**config.mk**
```make
export PLATFORM = sky130hd
export DESIGN_NAME = dz_phase_cmp
export DESIGN_NICKNAME = d
export VERILOG_FILES = /design/src/rtl/dz_phase_cmp_pkg.sv /design/src/rtl/dz_edge_det.sv /design/src/rtl/dz_arm_core.sv /design/src/rtl/dz_pump_gate.sv /design/src/rtl/dz_phase_cmp.sv
export SDC_FILE = /design/constraint.sdc
export NUM_CORES = 1
export LEC_CHECK = 0
export BUFFER_PORTS_ARGS = -buffer_cell sky130_fd_sc_hd__buf_2
export CAP_MARGIN = 20
export CORE_UTILIZATION = 41
export CTS_BUF_LIST = sky130_fd_sc_hd__clkbuf_4 sky130_fd_sc_hd__clkbuf_8
export DETAILED_ROUTE_END_ITERATION = 12
export PLACE_DENSITY_LB_ADDON = 0.12
export SYNTH_ARGS = -nofsm -noshare
export SYNTH_HDL_FRONTEND = slang
export SYNTH_SLANG_ARGS = --single-unit
```
**constraint.sdc**
```tcl
create_clock -name clk_i -period 1.6 [get_ports clk_i]
set_input_delay 0 -clock clk_i [delete_from_list [all_inputs] [get_ports clk_i]]
set_output_delay 0 -clock clk_i [all_outputs]
set_load 0.02 [all_outputs]
```
**src/rtl/dz_phase_cmp_pkg.sv**
```systemverilog
package dz_phase_cmp_pkg;

  typedef enum logic [1:0] {
    DZ_MODE_A = 2'b00,
    DZ_MODE_B = 2'b01,
    DZ_MODE_C = 2'b10,
    DZ_MODE_D = 2'b11
  } dz_mode_e;

  typedef struct packed {
    logic up;
    logic dn;
  } arm_t;

  localparam int unsigned NUM_CH = 2;
  localparam int unsigned CH_REF = 0;
  localparam int unsigned CH_VCO = 1;

endpackage

```
**src/rtl/dz_edge_det.sv**
```systemverilog
module dz_edge_det (
  input  logic clk_i,
  input  logic rst_ni,
  input  logic sig_i,
  output logic rise_o
);

  logic sig_q;

  always_ff @(posedge clk_i or negedge rst_ni) begin
    if (!rst_ni) sig_q <= 1'b0;
    else         sig_q <= sig_i;
  end

  assign rise_o = sig_i & ~sig_q;

endmodule

```
**src/rtl/dz_arm_core.sv**
```systemverilog
module dz_arm_core
  import dz_phase_cmp_pkg::*;
(
  input  logic clk_i,
  input  logic rst_ni,
  input  logic ref_rise_i,
  input  logic vco_rise_i,
  output arm_t arm_o
);

  arm_t arm_q, arm_d;

  // clear wins over a same-cycle edge
  always_comb begin
    arm_d = arm_q;
    if (arm_q.up && arm_q.dn) begin
      arm_d.up = 1'b0;
      arm_d.dn = 1'b0;
    end else begin
      arm_d.up = arm_q.up | ref_rise_i;
      arm_d.dn = arm_q.dn | vco_rise_i;
    end
  end

  always_ff @(posedge clk_i or negedge rst_ni) begin
    if (!rst_ni) arm_q <= '0;
    else         arm_q <= arm_d;
  end

  assign arm_o = arm_q;

endmodule

```
**src/rtl/dz_pump_gate.sv**
```systemverilog
module dz_pump_gate
  import dz_phase_cmp_pkg::*;
#(
  parameter int unsigned DZ_W_A = 0,
  parameter int unsigned DZ_W_B = 2,
  parameter int unsigned DZ_W_C = 4,
  parameter int unsigned DZ_W_D = 8
) (
  input  logic       clk_i,
  input  logic       rst_ni,
  input  logic       ref_rise_i,
  input  logic [1:0] dz_sel_i,
  input  logic       force_low_i,
  input  arm_t       arm_i,
  output logic       up_o,
  output logic       dn_o
);

  localparam int unsigned WMAX  = (DZ_W_D > DZ_W_C) ? DZ_W_D : DZ_W_C;
  localparam int unsigned CNT_W = $clog2(WMAX + 2);
  localparam logic [CNT_W-1:0] CNT_SAT = CNT_W'(WMAX);

  dz_mode_e         mode_q;
  logic             frc_q;
  logic [CNT_W-1:0] cnt_q;
  logic [CNT_W-1:0] width;
  logic             lone;
  logic             open_win;

  always_ff @(posedge clk_i or negedge rst_ni) begin
    if (!rst_ni) begin
      mode_q <= DZ_MODE_A;
      frc_q  <= 1'b0;
    end else if (ref_rise_i) begin
      mode_q <= dz_mode_e'(dz_sel_i);
      frc_q  <= force_low_i;
    end
  end

  always_comb begin
    unique case (mode_q)
      DZ_MODE_A: width = CNT_W'(DZ_W_A);
      DZ_MODE_B: width = CNT_W'(DZ_W_B);
      DZ_MODE_C: width = CNT_W'(DZ_W_C);
      default:   width = CNT_W'(DZ_W_D);
    endcase
  end

  assign lone = arm_i.up ^ arm_i.dn;

  // cycles already spent with one side armed alone, saturating
  always_ff @(posedge clk_i or negedge rst_ni) begin
    if (!rst_ni)             cnt_q <= '0;
    else if (!lone)          cnt_q <= '0;
    else if (cnt_q != CNT_SAT) cnt_q <= cnt_q + 1'b1;
  end

  assign open_win = lone && (cnt_q >= width);

  assign up_o = !frc_q && open_win && arm_i.up;
  assign dn_o =  frc_q || (open_win && arm_i.dn);

endmodule

```
**src/rtl/dz_phase_cmp.sv**
```systemverilog
module dz_phase_cmp
  import dz_phase_cmp_pkg::*;
#(
  parameter int unsigned DZ_W_A = 0,
  parameter int unsigned DZ_W_B = 2,
  parameter int unsigned DZ_W_C = 4,
  parameter int unsigned DZ_W_D = 8
) (
  input  logic       clk_i,
  input  logic       rst_ni,
  input  logic       ref_i,
  input  logic       vco_i,
  input  logic [1:0] dz_sel_i,
  input  logic       force_low_i,
  output logic       up_o,
  output logic       dn_o,
  output logic       phase_err_o
);

  logic [NUM_CH-1:0] sig_in;
  logic [NUM_CH-1:0] rise;
  arm_t              arm;

  assign sig_in[CH_REF] = ref_i;
  assign sig_in[CH_VCO] = vco_i;

  for (genvar g = 0; g < NUM_CH; g++) begin : g_edge
    dz_edge_det i_edge (
      .clk_i  (clk_i),
      .rst_ni (rst_ni),
      .sig_i  (sig_in[g]),
      .rise_o (rise[g])
    );
  end

  dz_arm_core i_core (
    .clk_i      (clk_i),
    .rst_ni     (rst_ni),
    .ref_rise_i (rise[CH_REF]),
    .vco_rise_i (rise[CH_VCO]),
    .arm_o      (arm)
  );

  dz_pump_gate #(
    .DZ_W_A (DZ_W_A),
    .DZ_W_B (DZ_W_B),
    .DZ_W_C (DZ_W_C),
    .DZ_W_D (DZ_W_D)
  ) i_gate (
    .clk_i       (clk_i),
    .rst_ni      (rst_ni),
    .ref_rise_i  (rise[CH_REF]),
    .dz_sel_i    (dz_sel_i),
    .force_low_i (force_low_i),
    .arm_i       (arm),
    .up_o        (up_o),
    .dn_o        (dn_o)
  );

  assign phase_err_o = arm.up | arm.dn;

endmodule

```
==> results of run 1 <==
-- layer usage --
layer / routed length (µm) / up-vias / part of all wire (%)
met4: 0 / 0 / 0
li1: - / 231 / -
met5: 0 / - / 0
met2: 496 / 9 / 47
met3: 57 / 0 / 5.4
met1: 511 / 194 / 48
-- registers in the layout (all words and copies together) (netlist names) --
register,flops
i_gate.frc_q,1
i_gate.cnt_q,4
g_edge.i_edge.sig_q,2
i_core.arm_o,2
i_gate.mode_q,2
-- cells in the final DEF (no fill, tap or decap) --
master / count
dfrtp_1: 10
inv_1: 7
buf_2: 7
dlygate4sd3_1: 6
ha_1: 4
clkbuf_4: 4
nand2_1: 3
nand3b_1: 3
mux2_2: 3
nor2_1: 3
buf_4: 3
nand2b_1: 2
o21ai_0: 2
nor2b_4: 2
ha_4: 2
nor2b_1: 1
a21oi_2: 1
o211ai_1: 1
inv_2: 1
a2111oi_4: 1
and4_1: 1
o21ai_2: 1
o311ai_2: 1
nand3_1: 1
xor2_1: 1
a21oi_1: 1
mux2i_1: 1
xnor2_1: 1
dfrtp_2: 1
-- kinds of logic (layout without fill, tap and decap cells) --
kind of cell               after synthesis  in the layout  share of synthesized area, %
DFF                                     11             11                          46.6
adders and majority gates                6              6                          12.7
muxes                                    4              4                          7.41
xor gates and xnor gates                 2              2                          2.97
buffers and inverters                    8             28                          5.08
and+or+nand+nor                         16             16                          15.7
AOI/OAI and AO/OA                        8              8                          9.53
-- critical path, cell delays in order, from the launching register on --
cell and delay [ps]:
dfrtp_1 400, nor2b_4 140, ha_4 250, nor2b_4 140, o211ai_1 130, a2111oi_4 300
buf_4 190
-- repair_timing --
action	CTS	global route
pin swaps	4	2
endpoints found under the setup margin	2	2
gates resized for setup	6	7
hold buffers	6	0
cloned	0	0
endpoints found under the hold margin	17	0
-- through the flow --
stage	std cells	cell area, µm²	worst slack, ps	util [%]
after global placement	80	674	11.7	51.2
after global routing	90	823	-333	62.5
final	90	823	-208	62.5
after detailed placement	80	674	-10.9	51.2
after floorplan	55	603	105	-
after CTS	90	796	-255	60.4
-- layout make-up --
type	instances	area (µm²)
fill	113	494
timing repair buffer	16	118
sequential	11	277
clock buffer	4	30.0
inverter	8	30.0
tap	15	18.8
multi-input combinational	36	350
-- final timing paths --
| kind | from | end | slack (ps) | depth (start not counted) |
|---|---|---|---|---|
| max | i_gate.mode_q[0] | up_o | -210 | 6 |
| min | rst_ni | i_gate.cnt_q[2] | 130 | 2 |
| max reg2reg | i_gate.cnt_q[0] | i_gate.cnt_q[1] | 350 | 5 |
| min reg2reg | i_core.arm_o[1] | i_core.arm_o[0] | 460 | 1 |
| max in group asynchronous | rst_ni | i_gate.mode_q[1] | 1240 | 2 |
| min in group clk_i | vco_i | g_edge[1].i_edge.sig_q | 380 | 2 |
-- power by group through the flow --
stage,logic (mW),clock network (mW),registers (mW)
4_1_cts,0.523,0.211,0.410
2_1_floorplan,0.362,0,0.397
3_3_place_gp,0.474,0,0.408
3_5_place_dp,0.481,0,0.409
6_report,0.572,0.201,0.411
5_1_grt,0.656,0.220,0.419
==> impl_results.md, run 1 <==
* Run status: complete, but fails checks
* Failing checks: setup timing
* Setup WS post-layout at -208 ps
* Starting density of the core at 44.8%
* Sinks on the clock net at 11
* Met2 usage in global routing at 25.8%
* Count of flip-flops with a built-in enable after synthesis at 0
* Net load switching power at 0.470 mW
* Switching power as a share of total power at 39.7%
* Post-synth top area share at 46.6%
* Routed wire length per instance at 11.8 µm
* Shortest period the worst path allows at 1810 ps
* Total congestion overflow at 0
* Count of state elements after synthesis at 11
* Top post-synthesis cells by count: 11 x dfrtp_1, 8 x inv_1, 6 x ha_1
* Share of synthesized area occupied by flip-flops and latches at 46.6%
* Net count after synthesis at 68
* Met3 usage in global routing at 10.0%
* Number of pins with negative max-slew slack in the final report at 0
* CTS clk-pin slew, worst paths at 60 ps
* Width of the die at 40.0 µm
* Setup repair after global routing missed its margin: true
* Met1 GRT Util at 20.6%
* Number of warnings issued by yosys at 0
* Die area at 1600 µm²
* Maximum number of pins on one net before global-route repair at 12
* Leakage power total at 0.376 nW
* Classification of the worst-slack hold path: primary input to async pin
* Area added between synthesis and finish at 39.4%
* Max capacitance violation total at 0
* Library cell used as clock root buffer: clkbuf_4
* TritonCTS clock tree: done
* Peak fanout along the critical path at 4
* Number of antenna diodes at 0
* DRC violations left at 0
* Setup repair bufs after CTS at 0
* Layout cells sized above 1 at 36.0%
* Die height at 40.0 µm
* Final Setup Violations at 2
* Worst endpoint required time at 1600 ps
* Initial DRC count at 6
* Clock insertion delay at the later pin of the skew report at 260 ps
* Kind of start point of the critical path: flop
* Part of the power in registers at 34.7%
* Gate count of the mapped netlist at 55
* Number of buffers created by CTS at 3
* Combinational share of power at 48.3%
* Routability-driven placement congestion ratio at 0.689
* Fmax at 0.553 GHz
* Power density over cell area at 1440 nW/µm²
* Count of input and output buffers at 9
* Worst setup EP type: primary output
* Routed wire length at 1.07 mm
* Antenna violations before repair at 0
* Peak supply drop at 0.659 mV
* Slew at the pin closest to its max-slew limit at 338 ps
* Via total after detailed routing at 434
* Arrival time of the worst setup path at 1810 ps
* Number of global-route vias before repair at 397
* Top post-synthesis cells by area: dfrtp_1 47%, ha_1 13%, mux2_2 5.7%, inv_1 5.1%, nand3b_1 3.8%
* Count of pins on the block boundary at 10
* H-tree levels at 1
* Final hold violation count at 0
* Setup TNS at -239 ps
* Number of routed nets with antenna violations at 0
* Via density per instance at 4.82
* Internal power consumption at 0.715 mW
* Async SR Flop Fraction at 100%
* Core Rows at 13
* Core area at 1320 µm²
* Total power of the final layout at 1.18 mW
* Classification of the worst setup path: flop to primary output
* First-pass GRT wire length at 1.67 mm
* Predominant post-synthesis flop cell: dfrtp_1
* Relative contribution of the clock network to total power at 16.9%
* GRT Total Usage at 17.2%
* Avg Inst Size Synth at 10.7 µm²
* Post-Route Hold Slack at 134 ps
* Clock Tree Buf Depth at 2
* Busiest grt layer: met2
* Netlist area before placement at 591 µm²
* Netlist cell types at 20
* Leading cell type by number of instances after synthesis: dfrtp_1
* Final #Nets at 89
* Post-Route Skew at 0.420 ps
* Slew HR at 77.4%
* Post-route fraction of the period consumed by the critical path at 113%
* Post-synthesis cell type with the largest combined area: dfrtp_1
* Number of detailed-route iterations in the first pass at 3
* Dpl hpwl at 752 µm
(Power assumes the default switching activity.)
==> run 2, diff against run 1 <==
Settings changed: ABC_AREA from default to 1.
==> run 2 against run 1 <==
  * The flow now finishes without violations
  * Maximum frequency rose by 15%
  * Clock power up 3%
  * Wire length down 0.75%
  * Register-to-register slack worse by 70 ps
  * Hold slack lost 8.2 ps
  * Critical endpoint unchanged
  * Largest cell class unchanged
  * Largest power group unchanged
  * Highest routed layer is now met4
==> impl_results.md, run 2 <==
* Number of cells on the worst reg-to-reg path at 5
* Setup repair after global routing missed its margin: true
* Number of routed nets with antenna violations at 0
* Run status: complete, no violations
* Peak fanout along the critical path at 4
* Core Rows at 13
* Max capacitance violation total at 0
* Total congestion overflow at 0
* Net count after synthesis at 80
* Avg Inst Size Synth at 8.98 µm²
* Share of synthesized area occupied by flip-flops and latches at 45.7%
* Shortest period the worst path allows at 1570 ps
* Slew HR at 80.6%
* Worst reg2reg path startpoint: i_core.arm_o[1]
* Number of buffers created by CTS at 3
* Reg2reg setup slack at 280 ps
* Maximum number of pins on one net before global-route repair at 12
* Leading cell types in the layout, fill and taps excluded: 12 x nand2_1, 10 x dfrtp_1, 9 x inv_1
* Filler Cell Count at 133
* Core area at 1330 µm²
* Worst endpoint required time at 1600 ps
* Antenna violations before repair at 0
* Via density per instance at 4.74
* DRC violations left at 0
* Async SR Flop Fraction at 100%
* Count of state elements after synthesis at 11
* Post-synthesis cell type with the largest combined area: dfrtp_1
* Area added between synthesis and finish at 32.4%
* Slew at the pin closest to its max-slew limit at 292 ps
* Starting density of the core at 45.1%
* Number of global-route vias before repair at 430
* First-pass GRT wire length at 1.57 mm
* Sinks on the clock net at 11
* Count of pins on the block boundary at 10
* Clock insertion delay at the later pin of the skew report at 270 ps
* Netlist cell types at 16
* Layout cells sized above 1 at 34.5%
* Most common cell after layout, fill and taps aside: nand2_1
* Classification of the worst setup path: flop to primary output
* Routed wire length per instance at 10.4 µm
* Width of the die at 40.3 µm
* Library cell used as clock root buffer: clkbuf_4
* Count of input and output buffers at 9
* Post-Route Skew at 2.07 ps
* Count of flip-flops with a built-in enable after synthesis at 0
* Final #Nets at 101
* Leading cell type by number of instances after synthesis: nand2_1
* Predominant post-synthesis flop cell: dfrtp_1
* Fmax at 0.636 GHz
* Biggest register: i_gate.cnt_q
* Number of pins with negative max-slew slack in the final report at 0
* Routability-driven placement congestion ratio at 0.760
* Clock Tree Buf Depth at 2
* Kind of start point of the critical path: flop
* Leakage power total at 0.399 nW
* Top post-synthesis cells by count: 14 x nand2_1, 11 x dfrtp_1, 11 x inv_1
* Worst setup path end: up_o
* Final Setup Violations at 0
* Netlist area before placement at 602 µm²
* Total power of the final layout at 1.20 mW
* Post-synth top area share at 45.7%
* Worst R2R End: i_gate.cnt_q[0]
* Routed wire length at 1.06 mm
* Number of detailed-route iterations in the first pass at 4
* Die area at 1620 µm²
* Via total after detailed routing at 483
* Dpl hpwl at 751 µm
* CTS clk-pin slew, worst paths at 70 ps
* Die height at 40.3 µm
* Classification of the worst-slack hold path: primary input to async pin
* Post-route fraction of the period consumed by the critical path at 98.3%
* Gate count of the mapped netlist at 67
* Fin cells at 102
* TritonCTS clock tree: done
* Worst slack, placed at 292 ps
* Initial DRC count at 4
* Arrival time of the worst setup path at 1570 ps
* Number of antenna diodes at 0
* Power density over cell area at 1500 nW/µm²
* Top post-synthesis cells by area: dfrtp_1 46%, ha_1 12%, nand2_1 8.7%, inv_1 6.9%, a21oi_1 4.2%
* Peak supply drop at 0.994 mV
* H-tree levels at 1
* Total instance count after detailed placement at 90
* Worst setup EP type: primary output
* Flip-flop count of the largest register, all copies and words added at 4
* Number of warnings issued by yosys at 0
* Setup WS post-layout at 27.1 ps
* GRT Total Usage at 16.0%
* CP startpoint: i_gate.mode_q[1]
* Final hold violation count at 0
run 2: cell types whose count changed after synthesis, moves of 2 or more:
| cell | before | now |
|---|---|---|
| nand2_1 | 3 | 14 |
| inv_2 | 0 | 2 |
| nand3_1 | 1 | 4 |
| o21ai_1 | 0 | 3 |
| nor2b_1 | 2 | 0 |
| nand2b_1 | 2 | 0 |
| nand3b_1 | 3 | 0 |
| inv_1 | 8 | 11 |
| a21oi_1 | 2 | 5 |
| o21ai_0 | 3 | 0 |
| mux2_2 | 3 | 0 |
run 2: cell type report:
| type | count | area [µm²] | area share [%] |
|---|---|---|---|
| tap | 15 | 18.8 | 2.35 |
| clock buffer | 4 | 30.0 | 3.77 |
| sequential | 11 | 277 | 34.7 |
| inverter | 13 | 48.8 | 6.12 |
| multi-input combinational | 42 | 294 | 36.9 |
| timing repair buffer | 17 | 129 | 16.2 |
run 2: critical path: stages (launching register included):
cell and delay, ps:
dfrtp_1 400, nand2_1 110, ha_4 280, nand2_1 50, inv_1 40, nand2_1 50, nand2_2 70, nand2_2 50
nor2_2 120, buf_6 120
run 2: through the flow:
step | hold slack, ps | util, % | TNS, ps | instance area (µm²)
after floorplan | -296 | - | 0 | 602
after global placement | -116 | 49.3 | 0 | 658
after detailed placement | -115 | 49.3 | 0 | 658
after CTS | 124 | 56.3 | 0 | 751
after global routing | 154 | 59.8 | -111 | 797
final | 126 | 59.8 | 0 | 797
run 2: per-layer routing:
metal	vias to the layer above	global-route usage (%)	routed length, µm
met5	-	0	0
met4	0	12.5	21
met3	3	5.00	32
met2	8	25.8	501
met1	220	17.2	501
li1	252	-	-
run 2: power by group:
group	switching, mW	internal [mW]
Sequential	0.0540	0.352
Combinational	0.351	0.233
Clock	0.0931	0.113
Total	0.498	0.699
run 2: repair_timing:
| item | in CTS | in global routing |
|---|---|---|
| hold endpoints to repair | 17 | 0 |
| buffers inserted | 0 | 2 |
| pin swaps | 0 | 2 |
| resized for setup | 2 | 9 |
| hold buffers | 6 | 0 |
| setup endpoints to repair | 2 | 2 |
run 2: logic make-up (layout without fill, tap and decap cells):
group / after synthesis / after routing / share of synthesized area, %
DFF: 11 / 11 / 45.7
and+or+nand+nor: 26 / 26 / 21.8
adders and majority gates: 6 / 6 / 12.5
muxes: 1 / 1 / 2.49
xor gates and xnor gates: 1 / 1 / 1.46
AOI/OAI and AO/OA: 8 / 8 / 6.65
buffers and inverters: 14 / 34 / 9.36
run 2: worst min-delay path by stage:
stage	end	cells past startpoint	slack (ps)
after CTS	g_edge[1].i_edge.sig_q	2	120
after detailed placement	g_edge[1].i_edge.sig_q	1	-120
after floorplan	g_edge[0].i_edge.sig_q	0	-300
after global placement	g_edge[1].i_edge.sig_q	1	-120
final	i_core.arm_o[1]	2	130
after global routing	i_gate.cnt_q[1]	2	150
